[config.mk]
export PLATFORM = sky130hd
export DESIGN_NAME = byteLaneExtAcc
export DESIGN_NICKNAME = d
export VERILOG_FILES = /design/src/rtl/byteLaneExtAcc_pkg.sv /design/src/rtl/byteLaneExtAcc_ctrl.sv /design/src/rtl/byteLaneExtAcc_dp.sv /design/src/rtl/byteLaneExtAcc.sv
export SDC_FILE = /design/constraint.sdc
export NUM_CORES = 1
export LEC_CHECK = 0
export BUFFER_PORTS_ARGS = -buffer_cell sky130_fd_sc_hd__buf_4
export CORE_MARGIN = 3
export CORE_UTILIZATION = 26
export DETAILED_ROUTE_END_ITERATION = 8
export PLACE_DENSITY = 0.51
export SKIP_CTS_REPAIR_TIMING = 1
export SYNTH_ARGS = -nofsm -noshare
export SYNTH_HDL_FRONTEND = slang
export SYNTH_SLANG_ARGS = --single-unit
[constraint.sdc]
create_clock -name clk -period 0.9 [get_ports clk]
set_input_delay 0.09 -clock clk [delete_from_list [all_inputs] [get_ports clk]]
set_output_delay 0.09 -clock clk [all_outputs]
set_load 0.03 [all_outputs]
[src/rtl/byteLaneExtAcc_pkg.sv]
package byteLaneExtAcc_pkg;
  localparam int ROT_SEL_W = 2;
  localparam int NUM_BYTES = 4;
  localparam int NUM_LANES = 2;

  typedef struct packed {
    logic                 capture;
    logic                 signExt;
    logic                 addEn;
    logic [ROT_SEL_W-1:0] rot;
  } ctrlStrobes_t;
endpackage

[src/rtl/byteLaneExtAcc_ctrl.sv]
module byteLaneExtAcc_ctrl
  import byteLaneExtAcc_pkg::*;
#(
  parameter bit REG_OUT = 1'b1
) (
  input  logic                 clk,
  input  logic                 rstN,
  input  logic                 inValid,
  input  logic [ROT_SEL_W-1:0] rotSel,
  input  logic                 signedMode,
  input  logic                 accEn,
  output ctrlStrobes_t         strobes,
  output logic                 outValid
);
  always_comb begin
    strobes.capture = inValid;
    strobes.signExt = signedMode;
    strobes.addEn   = accEn;
    strobes.rot     = rotSel;
  end

  generate
    if (REG_OUT) begin : g_validReg
      logic validQ;
      always_ff @(posedge clk or negedge rstN) begin
        if (!rstN) validQ <= 1'b0;
        else       validQ <= inValid;
      end
      assign outValid = validQ;
    end else begin : g_validPass
      logic unusedClocking;
      assign unusedClocking = clk ^ rstN;
      assign outValid = inValid;
    end
  endgenerate
endmodule

[src/rtl/byteLaneExtAcc_dp.sv]
module byteLaneExtAcc_dp
  import byteLaneExtAcc_pkg::*;
#(
  parameter int BYTE_W  = 8,
  parameter bit REG_OUT = 1'b1
) (
  input  logic                          clk,
  input  logic                          rstN,
  input  ctrlStrobes_t                  strobes,
  input  logic [NUM_BYTES*BYTE_W-1:0]   srcWord,
  input  logic [NUM_BYTES*BYTE_W-1:0]   accWord,
  output logic [NUM_BYTES*BYTE_W-1:0]   result
);
  localparam int WORD_W   = NUM_BYTES * BYTE_W;
  localparam int LANE_W   = 2 * BYTE_W;
  localparam int NUM_ROTS = 1 << ROT_SEL_W;

  logic [2*WORD_W-1:0] doubled;
  logic [WORD_W-1:0]   rotCand [NUM_ROTS];
  logic [WORD_W-1:0]   rotated;
  logic [WORD_W-1:0]   combResult;

  assign doubled = {srcWord, srcWord};

  // Each candidate is the source rotated right by k bytes.
  generate
    for (genvar k = 0; k < NUM_ROTS; k++) begin : g_rot
      assign rotCand[k] = doubled[k*BYTE_W +: WORD_W];
    end
  endgenerate

  assign rotated = rotCand[strobes.rot];

  // Independent lanes: the carry out of each lane is dropped.
  generate
    for (genvar l = 0; l < NUM_LANES; l++) begin : g_lane
      logic [BYTE_W-1:0] pickedByte;
      logic [LANE_W-1:0] widened;
      logic [LANE_W-1:0] addend;
      logic              fillBit;
      assign pickedByte = rotated[l*LANE_W +: BYTE_W];
      assign fillBit    = strobes.signExt & pickedByte[BYTE_W-1];
      assign widened    = {{BYTE_W{fillBit}}, pickedByte};
      assign addend     = strobes.addEn ? accWord[l*LANE_W +: LANE_W] : '0;
      assign combResult[l*LANE_W +: LANE_W] = widened + addend;
    end
  endgenerate

  generate
    if (REG_OUT) begin : g_outReg
      logic [WORD_W-1:0] resultQ;
      always_ff @(posedge clk or negedge rstN) begin
        if (!rstN)                resultQ <= '0;
        else if (strobes.capture) resultQ <= combResult;
      end
      assign result = resultQ;
    end else begin : g_outPass
      logic unusedClocking;
      assign unusedClocking = clk ^ rstN ^ strobes.capture;
      assign result = combResult;
    end
  endgenerate
endmodule

[src/rtl/byteLaneExtAcc.sv]
module byteLaneExtAcc
  import byteLaneExtAcc_pkg::*;
#(
  parameter int BYTE_W  = 8,
  parameter bit REG_OUT = 1'b1
) (
  input  logic                        clk,
  input  logic                        rstN,
  input  logic                        inValid,
  input  logic [NUM_BYTES*BYTE_W-1:0] srcWord,
  input  logic [NUM_BYTES*BYTE_W-1:0] accWord,
  input  logic [ROT_SEL_W-1:0]        rotSel,
  input  logic                        signedMode,
  input  logic                        accEn,
  output logic [NUM_BYTES*BYTE_W-1:0] result,
  output logic                        outValid
);
  ctrlStrobes_t strobes;

  byteLaneExtAcc_ctrl #(.REG_OUT(REG_OUT)) ctrl_i (
    .clk        (clk),
    .rstN       (rstN),
    .inValid    (inValid),
    .rotSel     (rotSel),
    .signedMode (signedMode),
    .accEn      (accEn),
    .strobes    (strobes),
    .outValid   (outValid)
  );

  byteLaneExtAcc_dp #(.BYTE_W(BYTE_W), .REG_OUT(REG_OUT)) dp_i (
    .clk     (clk),
    .rstN    (rstN),
    .strobes (strobes),
    .srcWord (srcWord),
    .accWord (accWord),
    .result  (result)
  );
endmodule

==> key figures, run 1 <==
Run status
  • Run status: finished, violations left
  • Failing checks: setup timing

Timing
  • Setup TNS: -34.82 ns
  • Setup-failing EPs final: 56
  • Min cycle time layout: between 2 and 2.5 ns
  • Worst-Margin Slew: between 0.4 and 0.5 ns
  • Final Skew: 0 ns
  • Slew margin rel.: 0.693
  • Final setup margin: -1.48 ns
  • Slew Viols, Final: 0
  • Fin. Hold Viols: 0
  • Tcrit/Tclk final: 2.65
  • RSZ-0062 raised after global routing: true
  • Achievable Freq: ~0.42 GHz

Global routing
  • First-pass GRT wire length: ~17 mm
  • Gr busiest metal: met2
  • Met1 usage in global routing: 0.194
  • Met2 Usage GRT: 0.248
  • Grt met3 use: 0.0360
  • Pin count of the biggest net entering global routing: 34
  • Total track usage: 0.149
  • Vias in the first global route: 3390
  • Number of antenna violations at the first check in global routing: 0
  • Total grt overflow: 0

Job
  • Max-cap viol count: 0

Floorplan
  • Top Ports: ~100
  • Chip Height: between 100 and 150 um
  • Die area: roughly 0.014 mm2
  • Initial core utilization: 0.268
  • Placement Rows: 40
  • Die width: around 120 um
  • Core footprint: approximately 0.012 mm2

Layout
  • # diodes: 0
  • Area growth, synth to finish: 75.9%
  • # nets final: between 600 and 700
  • Cell area after layout: 0.00574 mm2
  • Layout cells sized above 1: 0.578

Yosys
  • Number of synthesized flops with an enable pin: 0
  • Seq/Total Area, Yosys: 0.253
  • Post-synthesis compound-gate area fraction: 0.173
  • Mapped Avg Cell Area: roughly 9.6 um2
  • Largest area contributor in the netlist: dfrtp_1
  • Post-Synth XOR/XNOR Area: 0.0637
  • Ranking of synthesized cells by area: dfrtp_1 25%, ha_1 10%, mux4_2 9.0%
  • Mux contribution to synthesized area: 0.185
  • Ys async rst share: 1.00
  • Post-synth top area share: 0.253
  • Syn Std Cell Area: 0.00326 mm2
  • Main combinational cell family by area after synthesis: multiplexers
  • Syn nets: approximately 440
  • Post-synth cell types: 59
  • Synth Area in Adders: 0.118
  • Post-Synth Simple-Gate Area: 0.178
  • Syn. warnings: 0
  • Register bit total from synthesis: 33
  • Ys flop type: dfrtp_1
  • Synthesized instance count: 340

Drt
  • DR vias: approximately 3400
  • Wirelength per Cell: between 15 and 20 um
  • Detailed Route WL: 10.9 mm
  • Via/cell ratio: 4.81
  • Post-DRT Antenna Nets: 0
  • First drt pass iteration count: 4
  • Iter 0 DRT Violations: 112
  • DRC viols: 0

Setup path
  • Buffers & Inverters on Critical Path: 2
  • Max stage delay on crit path: between 0.5 and 0.6 ns
  • Worst setup SP type: input port
  • Critical path's top delay family: simple AND/OR/NAND/NOR gates
  • Critical-path cell list: buf_12 > buf_8 > mux4_2 > ha_4 > fa_2 > a21o_1 > nand4_1 > a21oi_2 > o22ai_2 > a211oi_2 > or4_1 > nand3_1
  • Setup Crit Path Kind: in2reg
  • Required time of the worst setup path: between 1 and 1.5 ns
  • Worst Path Arrival: roughly 2.6 ns
  • Critical path capture point type: flop
  • Critical path's slowest cell: mux4_2
  • Max FO, Critical Path: 6

Pwr
  • Leakage: 2.62 nW
  • Largest voltage drop on the vdd net: 618 uV
  • PD cells: 1490 mW/mm2
  • Final Total Pwr: 0.00858 W

Clock network
  • H-Tree Depth: 2
  • Longest Clk Path Bufs: 2
  • Clk root buf: clkbuf_16
  • CTS buffer count: 5
  • Clock Latency Late Sink: about 0.29 ns
  • CTS tree: done
  • CTS Sinks: 33
  • Worst-path clk slew: roughly 0.05 ns

Hold path
  • Worst hold path type: in2reg

Placed design
  • Estimated wirelength of the detail-placed design: about 8.6 mm
  • I/O Buffers: 103
  • Gpl congestion: between 0.8 and 0.9
  • Placed Area: 0.00503 mm2
## layer usage
layer / part of all wire / routed length [um]
met4: 0.010 / 111
met3: 0.059 / 640
met2: 0.48 / 5260
met1: 0.45 / 4850
met5: 0 / 0
## layout make-up
cell class | count | area, um2
inverter | 11 | 53.8
clock inverter | 1 | 5.00
multi-input combinational | 284 | 2770
fill | 1169 | 6420
timing repair buffer | 207 | 1720
clock buffer | 7 | 153
sequential | 33 | 826
tap | 168 | 210
## cell usage in the layout, fill, tap and decap left out, types with 3 or more instances in the layout
cell / count
buf_4: 166
inv_1: 8
nand3_1: 7
a21oi_1: 17
xor2_1: 5
nand2_1: 23
mux4_2: 16
mux2_4: 7
nor2_1: 25
ha_1: 8
and2_1: 30
xnor2_1: 12
o211ai_1: 3
mux2i_1: 3
nor3_1: 4
dfrtp_1: 33
a311oi_2: 3
clkbuf_16: 5
o21a_1: 4
o21ai_0: 8
a21o_1: 9
buf_6: 38
nor3_2: 3
a31oi_1: 4
o21ai_1: 3
mux2_2: 10
ha_4: 16
xnor2_2: 5
nand4_1: 3
a21oi_2: 5
## synthesized netlist by cell type, types with 3 or more instances
library cell,n
a211oi_1,6
a21o_1,9
a21oi_1,22
a31oi_1,5
and2_1,30
buf_1,3
clkbuf_1,8
dfrtp_1,33
ha_1,26
inv_1,9
mux2_2,17
mux2i_1,4
mux4_1,3
mux4_2,13
nand2_1,24
nand3_1,7
nand4_1,3
nor2_1,25
nor3_1,7
o211ai_1,3
o21a_1,4
o21ai_0,13
o31ai_1,3
xnor2_1,15
xor2_1,5
## per-stage QoR
step / instances / utilization / hold WS [ns] / worst slack, ns
after floorplan: 340 / - / -0.206 / -1.68
after global placement: 683 / 0.413 / 0.0838 / -1.86
after detailed placement: 683 / 0.413 / 0.0880 / -1.90
after CTS: 691 / 0.426 / -0.220 / -1.61
after global routing: 711 / 0.472 / 0.0899 / -1.59
final: 711 / 0.472 / 0.0876 / -1.48
## flip-flops by register name, indices dropped and copies added, names as in the netlist
signal / flops
ctrl_i.outValid: 1
dp_i.result: 32
## power breakdown
part	leakage (nW)	switching [W]	internal, W
Sequential	0.391	0.000256	0.00182
Clock	0.0799	0.000685	0.00117
Combinational	2.15	0.00217	0.00247
Total	2.62	0.00311	0.00546
## final timing paths
check                      cells after the start  slack [ns]                          end                        start
min                                            2        0.09    ctrl_i.outValid$_DFF_PN0_                      inValid
max in group asynchronous                      2        0.27  dp_i.result[10]$_DFFE_PN0P_                         rstN
max reg2reg                                    2        0.01  dp_i.result[11]$_DFFE_PN0P_  dp_i.result[11]$_DFFE_PN0P_
min reg2reg                                    1        0.53   dp_i.result[4]$_DFFE_PN0P_   dp_i.result[4]$_DFFE_PN0P_
max                                           12       -1.48  dp_i.result[28]$_DFFE_PN0P_                    rotSel[0]
min in group asynchronous                      2        0.31  dp_i.result[17]$_DFFE_PN0P_                         rstN
## kinds of logic after synthesis
group / count (synthesis)
XOR/XNOR: 22
AND/OR/NAND/NOR: 112
AO/OA/AOI/OAI: 83
flip-flops: 33
adder cells (fa/ha/maj): 30
multiplexers: 37
buffers and inverters: 23
Note: power is estimated with default switching activity, not from simulation.
==> run 2: changes to the inputs <==
BUFFER_PORTS_ARGS = unset   (was -buffer_cell sky130_fd_sc_hd__buf_4)
DONT_BUFFER_PORTS = 1   (was unset)
PLACE_DENSITY = 0.44   (was 0.51)
==> key figures, run 2 (same netlist as run 1, synthesis figures left out) <==
Timing
  • Achievable Freq: ~0.45 GHz
  • Setup-failing EPs final: 46
  • Tcrit/Tclk final: 2.46
  • Slew margin rel.: 0.671
  • Final Skew: 0 ns
  • Fin. Hold Viols: 60
  • Setup TNS: -28.40 ns
  • Final setup margin: -1.32 ns
  • Slew Viols, Final: 0
  • Hold WS: -0.495 ns
  • Worst-Margin Slew: about 0.5 ns
  • RSZ-0062 raised after global routing: true
  • Min cycle time layout: between 2 and 2.5 ns

Floorplan
  • Initial core utilization: 0.268
  • Chip Height: 118 um
  • Top Ports: around 100
  • Die area: 0.0139 mm2
  • Placement Rows: 40
  • Core footprint: around 0.012 mm2
  • Die width: 118 um

Setup path
  • Worst Path Arrival: roughly 2.4 ns
  • Critical path capture point type: flop
  • Required time of the worst setup path: around 1.1 ns
  • Max FO, Critical Path: 16
  • Worst reg2reg path endpoint: dp_i.result[16]$_DFFE_PN0P_
  • Critical path origin: rotSel[0]
  • Worst R2R Start: dp_i.result[16]$_DFFE_PN0P_
  • Setup Crit Path Kind: in2reg
  • Crit path capture: dp_i.result[28]$_DFFE_PN0P_
  • R2R depth: 2
  • Reg2reg setup slack: -0.01 ns
  • Worst setup SP type: input port

Pwr
  • Clock Power Share: 0.226
  • Combinational share of power: 0.517
  • Seq pwr share: 0.256
  • PD cells: approximately 1600 mW/mm2
  • Final Total Pwr: between 0.008 and 0.009 W
  • Int Power: between 0.005 and 0.006 W
  • Net switching power: 0.00288 W
  • Leakage: ~2.2 nW
  • Switching share of power: 0.356
  • Largest voltage drop on the vdd net: roughly 740 uV

Global routing
  • Total track usage: 0.141
  • Vias in the first global route: 3088
  • First-pass GRT wire length: approximately 16 mm
  • Pin count of the biggest net entering global routing: 42
  • Total grt overflow: 0
  • Number of antenna violations at the first check in global routing: 0

Layout
  • Area of the multi-input gates: between 0.002 and 0.003 mm2
  • Most frequent cells in the layout: 80 x buf_4, 36 x buf_6, 33 x dfrtp_1
  • # nets final: between 500 and 600
  • Layout cells sized above 1: 0.502
  • Fillcell total: around 1200
  • # diodes: 0
  • Max reg flops: 32
  • Commonest non-fill, non-tap cell in the layout: buf_4
  • Storage cell area: 826 um2
  • Area growth, synth to finish: 55.0%

Drt
  • Wirelength per Cell: roughly 16 um
  • Detailed Route WL: between 10 and 15 mm
  • DR vias: roughly 3000
  • Iter 0 DRT Violations: 83
  • Via/cell ratio: just under 5
  • Post-DRT Antenna Nets: 0
  • DRC viols: 0
  • First drt pass iteration count: 5

Placed design
  • Gpl congestion: ~0.8
  • DP Worst Slack: -1.67 ns
  • Estimated wirelength of the detail-placed design: ~7.7 mm
  • I/O Buffers: 0

Clock network
  • CTS Sinks: 33
  • CTS buffer count: 5
  • Worst-path clk slew: about 0.060 ns
  • CTS tree: done
  • Clock Latency Late Sink: between 0.2 and 0.3 ns
  • Longest Clk Path Bufs: 2
  • Clk root buf: clkbuf_16
  • H-Tree Depth: 2

Hold path
  • Worst hold path type: in2async

Run status
  • Failing checks: hold timing, setup timing
  • Run status: finished, violations left

Job
  • Max-cap viol count: 0
==> run 2: cell types whose count changed in the layout (fill, tap and decap cells not counted), moves of 2 or more <==
cell     before  now
a31oi_1       4    2
a31oi_2       0    2
buf_4       166   80
buf_6        38   36
ha_1          8   10
ha_4         16   14
mux2_2       10    8
mux2_4        7    9
==> run 2: metal layers <==
metal  track usage  up-vias  share of wire
met5             0        -              0
met4        0.0264        0         0.0071
met3        0.0380        7          0.059
met2         0.226       90           0.49
met1         0.191     1412           0.45
li1              -     1492              -
==> run 2: critical path, stage by stage <==
cell and delay [ns]:
mux4_2 0.51, ha_4 0.21, fa_2 0.35, a21o_1 0.18, nand4_1 0.11, a21oi_2 0.09
o22ai_2 0.25, a211oi_4 0.12, or4_1 0.41, nand3_1 0.10
==> run 2: power groups by stage <==
stage	clock network, W	logic, W	registers (W)
after floorplan	0	0.00166	0.00268
after global placement	0	0.00346	0.00205
after detailed placement	0	0.00346	0.00205
after CTS	0.00191	0.00348	0.00203
after global routing	0.00197	0.00449	0.00211
final	0.00183	0.00418	0.00207
==> run 2: cell type report <==
| class | count | area share |
|---|---|---|
| tap | 168 | 0.0416 |
| clock inverter | 1 | 0.000989 |
| multi-input combinational | 284 | 0.555 |
| timing repair buffer | 116 | 0.199 |
| clock buffer | 7 | 0.0302 |
| sequential | 33 | 0.163 |
| inverter | 11 | 0.0106 |
==> run 2: how the worst min path moves through the flow <==
stage	depth (start not counted)	from	end
after floorplan	0	rstN	ctrl_i.outValid$_DFF_PN0_
after global placement	0	rstN	dp_i.result[12]$_DFFE_PN0P_
after detailed placement	0	rstN	dp_i.result[12]$_DFFE_PN0P_
after CTS	0	rstN	dp_i.result[5]$_DFFE_PN0P_
after global routing	0	rstN	dp_i.result[5]$_DFFE_PN0P_
final	0	rstN	dp_i.result[10]$_DFFE_PN0P_
==> run 2: stage by stage <==
stage	cell area, um2	util	cells
6_report	5060	0.416	620
5_1_grt	5060	0.416	620
4_1_cts	4510	0.371	601
3_5_place_dp	4350	0.358	593
3_3_place_gp	4350	0.358	593
2_1_floorplan	3500	-	340
